==> src/rtl/fm_pkg.sv <==
package fm_pkg;
    typedef enum logic [2:0] {
        ST_READY,
        ST_RECV,
        ST_EXEC,
        ST_HEAD,
        ST_BODY,
        ST_TAIL
    } fm_state_e;

    localparam logic [7:0] CODE_OPEN  = 8'h01;
    localparam logic [7:0] CODE_END   = 8'h03;
    localparam logic [7:0] CODE_ABORT = 8'h22;

    localparam int HDR_BYTES = 6;
    localparam int ERR_BYTES = 10;
endpackage

==> src/rtl/fm_cmd_store.sv <==
module fm_cmd_store #(
    parameter int DEPTH = 16,
    localparam int CW = $clog2(DEPTH + 1),
    localparam int AW = (DEPTH > 1) ? $clog2(DEPTH) : 1
) (
    input  logic          clk,
    input  logic          rst_n,
    input  logic          clr,
    input  logic          push,
    input  logic [7:0]    din,
    input  logic [AW-1:0] rd_sel,
    output logic [7:0]    rd_byte,
    output logic [CW-1:0] count,
    output logic          ovf
);
    logic [DEPTH-1:0][7:0] slots;

    for (genvar g = 0; g < DEPTH; g++) begin : g_slot
        logic [7:0] q;
        always_ff @(posedge clk) begin
            if (!rst_n) begin
                q <= '0;
            end else if (push && count == CW'(g)) begin
                q <= din;
            end
        end
        assign slots[g] = q;
    end

    always_ff @(posedge clk) begin
        if (!rst_n || clr) begin
            count <= '0;
            ovf   <= 1'b0;
        end else if (push) begin
            if (count == CW'(DEPTH)) begin
                ovf <= 1'b1;
            end else begin
                count <= count + 1'b1;
            end
        end
    end

    assign rd_byte = (int'(rd_sel) < DEPTH) ? slots[rd_sel] : 8'h00;
endmodule

==> src/rtl/fm_resp_engine.sv <==
module fm_resp_engine
    import fm_pkg::*;
#(
    parameter int         DEPTH    = 16,
    parameter logic [7:0] TAG_HI   = 8'h00,
    parameter logic [7:0] TAG_LO   = 8'hC4,
    parameter logic [7:0] ERR_CODE = 8'h15,
    localparam int CW = $clog2(DEPTH + 1),
    localparam int AW = (DEPTH > 1) ? $clog2(DEPTH) : 1,
    localparam int IW = $clog2(DEPTH + HDR_BYTES + 1)
) (
    input  logic          clk,
    input  logic          rst_n,
    input  logic          latch,
    input  logic [CW-1:0] count,
    input  logic          ovf,
    input  logic [IW-1:0] idx,
    input  logic [7:0]    cmd_byte,
    output logic [AW-1:0] cmd_sel,
    output logic [IW-1:0] resp_len,
    output logic [7:0]    resp_byte
);
    logic          err_q;
    logic [31:0]   len32;
    logic [IW-1:0] body_idx;

    always_ff @(posedge clk) begin
        if (!rst_n) begin
            err_q    <= 1'b0;
            resp_len <= IW'(HDR_BYTES);
        end else if (latch) begin
            err_q    <= ovf;
            resp_len <= ovf ? IW'(ERR_BYTES) : IW'(HDR_BYTES) + IW'(count);
        end
    end

    assign len32    = {{(32-IW){1'b0}}, resp_len};
    assign body_idx = idx - IW'(HDR_BYTES);
    assign cmd_sel  = body_idx[AW-1:0];

    always_comb begin
        unique case (idx)
            IW'(0): resp_byte = TAG_HI;
            IW'(1): resp_byte = TAG_LO;
            IW'(2): resp_byte = len32[31:24];
            IW'(3): resp_byte = len32[23:16];
            IW'(4): resp_byte = len32[15:8];
            IW'(5): resp_byte = len32[7:0];
            default: begin
                if (err_q) begin
                    resp_byte = (idx == IW'(ERR_BYTES - 1)) ? ERR_CODE : 8'h00;
                end else begin
                    resp_byte = cmd_byte;
                end
            end
        endcase
    end
endmodule

==> src/rtl/fm_ctrl.sv <==
module fm_ctrl
    import fm_pkg::*;
#(
    parameter int DEPTH   = 16,
    parameter int IBF_LAT = 4,
    localparam int IW   = $clog2(DEPTH + HDR_BYTES + 1),
    localparam int LATW = $clog2(IBF_LAT + 1)
) (
    input  logic          clk,
    input  logic          rst_n,
    input  logic          wr_en,
    input  logic          rd_en,
    input  logic          addr,
    input  logic [7:0]    wdata,
    input  logic [IW-1:0] resp_len,
    input  logic [7:0]    resp_byte,
    output fm_state_e     state,
    output logic          obf,
    output logic          ibf,
    output logic          flag,
    output logic [7:0]    out_byte,
    output logic          push,
    output logic          store_clr,
    output logic          latch,
    output logic [IW-1:0] idx
);
    fm_state_e      nxt;
    logic           cmd_wr;
    logic           dat_wr;
    logic           dat_rd;
    logic           abort;
    logic           open;
    logic           presenting;
    logic [LATW-1:0] lat_cnt;

    assign cmd_wr     = wr_en && addr;
    assign dat_wr     = wr_en && !addr;
    assign dat_rd     = rd_en && !addr && obf;
    assign abort      = cmd_wr && wdata == CODE_ABORT;
    assign open       = cmd_wr && wdata == CODE_OPEN && state == ST_READY;
    assign push       = dat_wr && state == ST_RECV && !ibf;
    assign store_clr  = abort || open;
    assign latch      = state == ST_EXEC;
    assign presenting = state == ST_HEAD || state == ST_BODY || state == ST_TAIL;

    // state register
    always_ff @(posedge clk) begin
        if (!rst_n) begin
            state <= ST_READY;
        end else begin
            state <= nxt;
        end
    end

    // next-state decode
    always_comb begin
        nxt = state;
        if (abort) begin
            nxt = ST_READY;
        end else begin
            unique case (state)
                ST_READY: if (open) nxt = ST_RECV;
                ST_RECV:  if (cmd_wr && wdata == CODE_END) nxt = ST_EXEC;
                ST_EXEC:  nxt = ST_HEAD;
                ST_HEAD:  if (dat_rd) nxt = ST_BODY;
                ST_BODY:  if (dat_rd && idx == resp_len - 1'b1) nxt = ST_TAIL;
                ST_TAIL:  if (dat_rd) nxt = ST_READY;
                default:  nxt = ST_READY;
            endcase
        end
    end

    // outputs and handshake flags
    always_ff @(posedge clk) begin
        if (!rst_n) begin
            obf      <= 1'b0;
            ibf      <= 1'b0;
            flag     <= 1'b0;
            out_byte <= 8'h00;
            lat_cnt  <= '0;
            idx      <= '0;
        end else if (abort) begin
            obf     <= 1'b0;
            ibf     <= 1'b0;
            flag    <= 1'b0;
            lat_cnt <= '0;
        end else begin
            if (push) begin
                ibf     <= 1'b1;
                lat_cnt <= LATW'(IBF_LAT - 1);
            end else if (ibf) begin
                if (lat_cnt == '0) begin
                    ibf <= 1'b0;
                end else begin
                    lat_cnt <= lat_cnt - 1'b1;
                end
            end

            if (state == ST_EXEC) begin
                idx <= '0;
            end

            if (dat_rd) begin
                obf <= 1'b0;
                if (state == ST_BODY) begin
                    idx <= idx + 1'b1;
                end
            end else if (!obf && presenting) begin
                obf <= 1'b1;
                unique case (state)
                    ST_HEAD: begin
                        out_byte <= CODE_OPEN;
                        flag     <= 1'b1;
                    end
                    ST_BODY: begin
                        out_byte <= resp_byte;
                        flag     <= 1'b0;
                    end
                    default: begin
                        out_byte <= CODE_END;
                        flag     <= 1'b1;
                    end
                endcase
            end
        end
    end
endmodule

==> src/rtl/flagged_mailbox.sv <==
module flagged_mailbox
    import fm_pkg::*;
#(
    parameter int         DEPTH    = 16,
    parameter int         IBF_LAT  = 4,
    parameter logic [7:0] ERR_CODE = 8'h15
) (
    input  logic       clk,
    input  logic       rst_n,
    input  logic       wr_en,
    input  logic       rd_en,
    input  logic       addr,
    input  logic [7:0] wdata,
    output logic [7:0] rdata
);
    localparam int CW = $clog2(DEPTH + 1);
    localparam int AW = (DEPTH > 1) ? $clog2(DEPTH) : 1;
    localparam int IW = $clog2(DEPTH + HDR_BYTES + 1);

    fm_state_e     state;
    logic          obf;
    logic          ibf;
    logic          flag;
    logic [7:0]    out_byte;
    logic          push;
    logic          store_clr;
    logic          latch;
    logic [IW-1:0] idx;
    logic [IW-1:0] resp_len;
    logic [7:0]    resp_byte;
    logic [AW-1:0] cmd_sel;
    logic [7:0]    cmd_byte;
    logic [CW-1:0] count;
    logic          ovf;
    logic [7:0]    sts;

    fm_ctrl #(.DEPTH(DEPTH), .IBF_LAT(IBF_LAT)) u_ctrl (
        .clk(clk), .rst_n(rst_n), .wr_en(wr_en), .rd_en(rd_en), .addr(addr),
        .wdata(wdata), .resp_len(resp_len), .resp_byte(resp_byte),
        .state(state), .obf(obf), .ibf(ibf), .flag(flag), .out_byte(out_byte),
        .push(push), .store_clr(store_clr), .latch(latch), .idx(idx)
    );

    fm_cmd_store #(.DEPTH(DEPTH)) u_store (
        .clk(clk), .rst_n(rst_n), .clr(store_clr), .push(push), .din(wdata),
        .rd_sel(cmd_sel), .rd_byte(cmd_byte), .count(count), .ovf(ovf)
    );

    fm_resp_engine #(.DEPTH(DEPTH), .ERR_CODE(ERR_CODE)) u_engine (
        .clk(clk), .rst_n(rst_n), .latch(latch), .count(count), .ovf(ovf),
        .idx(idx), .cmd_byte(cmd_byte), .cmd_sel(cmd_sel),
        .resp_len(resp_len), .resp_byte(resp_byte)
    );

    // bit5 ready-for-data, bit4 ready, bit3 reserved, bit2 flag, bit1 input-full, bit0 output-full
    assign sts   = {2'b00, state == ST_RECV, state == ST_READY, 1'b0, obf && flag, ibf, obf};
    assign rdata = addr ? sts : out_byte;
endmodule

==> config.mk <==
export PLATFORM = sky130hd
export DESIGN_NAME = flagged_mailbox
export DESIGN_NICKNAME = d
export VERILOG_FILES = /design/src/rtl/fm_pkg.sv /design/src/rtl/fm_cmd_store.sv /design/src/rtl/fm_resp_engine.sv /design/src/rtl/fm_ctrl.sv /design/src/rtl/flagged_mailbox.sv
export SDC_FILE = /design/constraint.sdc
export NUM_CORES = 1
export LEC_CHECK = 0
export ABC_CLOCK_PERIOD_IN_PS = 4500
export BUFFER_PORTS_ARGS = -buffer_cell sky130_fd_sc_hd__buf_4
export CORE_ASPECT_RATIO = 0.6
export CORE_UTILIZATION = 55
export CTS_BUF_LIST = sky130_fd_sc_hd__clkbuf_8
export DETAILED_ROUTE_END_ITERATION = 8
export PLACE_DENSITY = 0.72
export SLEW_MARGIN = 20
export SYNTH_ARGS = -nofsm -noshare
export SYNTH_HDL_FRONTEND = slang
export SYNTH_SLANG_ARGS = --single-unit
==> constraint.sdc <==
create_clock -name clk -period 4.5 [get_ports clk]
set_input_delay 0.45 -clock clk [delete_from_list [all_inputs] [get_ports clk]]
set_output_delay 0.45 -clock clk [all_outputs]
set_load 0.02 [all_outputs]
==> summary.md <==
| Metric | Value |
|---|---|
| Clock network latency to the later pin of the worst-skew pair | around 0.47 ns |
| Sequential element share of the synthesized area | approximately two fifths |
| Clock tree root buffer cell | sky130_fd_sc_hd__clkbuf_8 |
| Placer Congestion | between 0.9 and 1 |
| Final clock period utilization by the worst path | 67.2% |
| Cell type with the highest aggregate area in the netlist | sky130_fd_sc_hd__dfxtp_1 |
| Power Dens Cells | between 300 and 400 nW/um2 |
| NumNets Final | 888 |
| Instance area at placement | 8040 um2 |
| Worst VDD drop | 0.186 mV |
| X dimension of the die | between 150 and 200 um |
| Placed wire-length estimate | 14700 um |
| Dominant synthesized flop cell | sky130_fd_sc_hd__dfxtp_1 |
| Count of different cell masters after synthesis | 60 |
| #FFs+latches synth | ~160 |
| Commonest cells post-synth | sky130_fd_sc_hd__dfxtp_1, sky130_fd_sc_hd__nand2_1, sky130_fd_sc_hd__nand3_1 |
| Core area | around 14000 um2 |
| Status | completed |
| Worst slew margin relative to its limit | a little under a quarter |
| Final TNS setup | 0 ns |
| Most area-consuming cells after synthesis | sky130_fd_sc_hd__dfxtp_1, sky130_fd_sc_hd__mux4_2, sky130_fd_sc_hd__mux2i_1, sky130_fd_sc_hd__nand3_1, sky130_fd_sc_hd__a21oi_1 |
| Final instance area | 8440 um2 |
| Most frequent cell after synthesis | sky130_fd_sc_hd__dfxtp_1 |
| Post-CTS setup buffer count | 0 |
| Arr. time, crit path | approximately 3.4 ns |
| Total number of vias | ~6600 |
| Share of synthesized registers carrying an async set or reset | 0% |
| Data required time of the critical path | 4.84 ns |
| Top-area cell type share of the netlist area | about two fifths |
| Clock-pin slew on the worst setup and hold paths | 0.10 ns |
| Detailed-route wire length | about 22000 um |
| Clock tree from TritonCTS | built |
| DR WL/cell | 20.2 um |
| TritonRoute pass-1 iters | 6 |
| Buffers added on ports | 20 |
| Antenna Diode Count | 0 |
| Number of global-route vias before repair | around 6300 |
| Total of hold buffers inserted after clock tree synthesis | 0 |
| H-tree levels | 4 |
| Clock buffer count from CTS | 17 |
| Slew Limit Fails | 0 |
| CTS Sinks | between 150 and 200 |
| Gate count of the mapped netlist | 880 |
| Worst slew pin tran | between 1 and 1.5 ns |
| Achievable clock frequency | ~330 MHz |
| Syn. warnings | 0 |
| Worst min-delay path category | primary input to flop |
| Initial drt markers | between 600 and 700 |
| Launching element type of the critical path | flop |
| Total leakage power | around 3.2 nW |
| Final non-filler cell total | roughly 1100 |
| Antenna violations before repair | 0 |
| Clk buf depth | 2 |
| Fin. Hold Viols | 0 |
| Std-Cell Rows | 33 |
| Post-route DRC | 0 |
| Synthesized cell area | just under 8000 um2 |
| Max-cap violation count | 0 |
| Die outline height | ~95 um |
| Unrepaired setup endpoints after global routing | no |
| Final period demand of the worst path | 3.02 ns |
| Syn Area/Cell | ~9 um2 |
| First-pass GRT wire length | 34100 um |
| Critical Path Sink Type | flop |
| Post-Syn Nets | ~900 |
| Final setup violation count | 0 |
| Number of synthesized flops with an enable pin | 0 |
| Crit-path max FO | 19 |
| Die Outline Area | between 10000 and 15000 um2 |
| Category of the critical setup timing path | flop to flop |
| Fraction of final layout cells sized beyond drive strength 1 | about an eighth |
| Vias per std cell | between 6 and 7 |
| P&R area growth vs syn | 6.95% |
| Congestion Overflow GR | 0 |
| Largest net degree at the start of global routing | 62 |
| Overall Global Routing Usage | between 30% and 40% |
| Initial Util | between 50% and 60% |
| Ports | 21 |
| Post-detailed-route count of antenna-violating nets | 0 |
| Clock Skew | approximately 0.017 ns |
| Resized Gates After CTS | 0 |
| Number of placed cells counting well taps | approximately 1000 |
## critical path: stages (launching register included)
cell,delay (ns)
sky130_fd_sc_hd__dfxtp_1,0.59
sky130_fd_sc_hd__or3b_1,0.55
sky130_fd_sc_hd__nor4_4,0.97
sky130_fd_sc_hd__nand2_1,0.49
sky130_fd_sc_hd__nand2_1,0.20
sky130_fd_sc_hd__a21oi_1,0.09
## cell usage in the layout, fill, tap and decap left out, drive strengths merged, types with 5 or more instances in the layout
master and instances:
nor2 84, clkinv 6, nand3 106, buf 34, a32o 5, dfxtp 162, nor2b 10, mux4 32
mux2i 62, ha 15, nand2 108, a21oi 93, clkbuf 17, nor3 10, inv 36, o21ai 16
xnor2 12, nand4 5
## layer usage
layer,GRT usage [%],part of all wire [%],vias to the layer above
met3,8.99,10,41
met4,9.97,2.1,0
met1,42.7,44,3172
li1,-,-,3042
met5,0,0,-
met2,46.9,43,333
## kinds of logic (layout without fill, tap and decap cells)
kind of cell	count (synthesis)	in the layout	share of synthesized area (%)
flip-flops	162	162	41.1
XOR/XNOR	14	14	1.55
AO/OA/AOI/OAI	146	146	10.8
multiplexers	96	96	17.3
buffers and inverters	101	94	5.73
adder cells (fa/ha/maj)	15	15	2.38
AND/OR/NAND/NOR	346	346	21.1
## final timing paths
path	start	endpoint	slack (ns)	cells after the start
worst max-delay path	u_ctrl.state[0]	u_store.g_slot[10].q[3]	1.48	5
worst min-delay path	rst_n	u_engine.resp_len[1]	0.29	2
worst max register to register	u_ctrl.state[0]	u_store.g_slot[10].q[3]	1.48	5
worst min register to register	u_store.g_slot[7].q[0]	u_store.g_slot[7].q[0]	0.46	2
## per-stage QoR
step	setup slack, ns	hold slack, ns	utilization [%]	total power [W]
2_1_floorplan	2.14	0.433	-	0.00151
3_3_place_gp	1.73	0.438	58.1	0.00153
3_5_place_dp	1.63	0.447	58.1	0.00154
4_1_cts	1.60	0.257	61.0	0.00258
5_1_grt	1.37	0.293	61.0	0.00266
6_report	1.48	0.286	61.0	0.00257
## cell type report
cell class | instances | area (um2)
Fill cell | 1123 | 5400
Multi-Input combinational cell | 617 | 4190
Clock inverter | 15 | 163
Clock buffer | 17 | 234
Timing Repair Buffer | 34 | 255
Tap cell | 192 | 240
Inverter | 28 | 106
Sequential cell | 162 | 3240
## sequential cells by signal (all words and copies together), names as in the netlist, 3 cells and up
register	cells
u_ctrl.idx	5
u_ctrl.out_byte	8
u_store.g_slot.q	128
u_ctrl.lat_cnt	3
u_engine.resp_len	5
u_store.count	5
u_ctrl.state	3
## where the power goes
| group | switching (W) | total, W | leakage (nW) | internal [W] |
|---|---|---|---|---|
| clock | 0.000645 | 0.00106 | 0.198 | 0.000420 |
| combinational | 0.0000576 | 0.0000721 | 1.73 | 0.0000145 |
| sequential | 0.0000000617 | 0.00143 | 1.30 | 0.00143 |
Note: power is estimated with default switching activity, not from simulation.
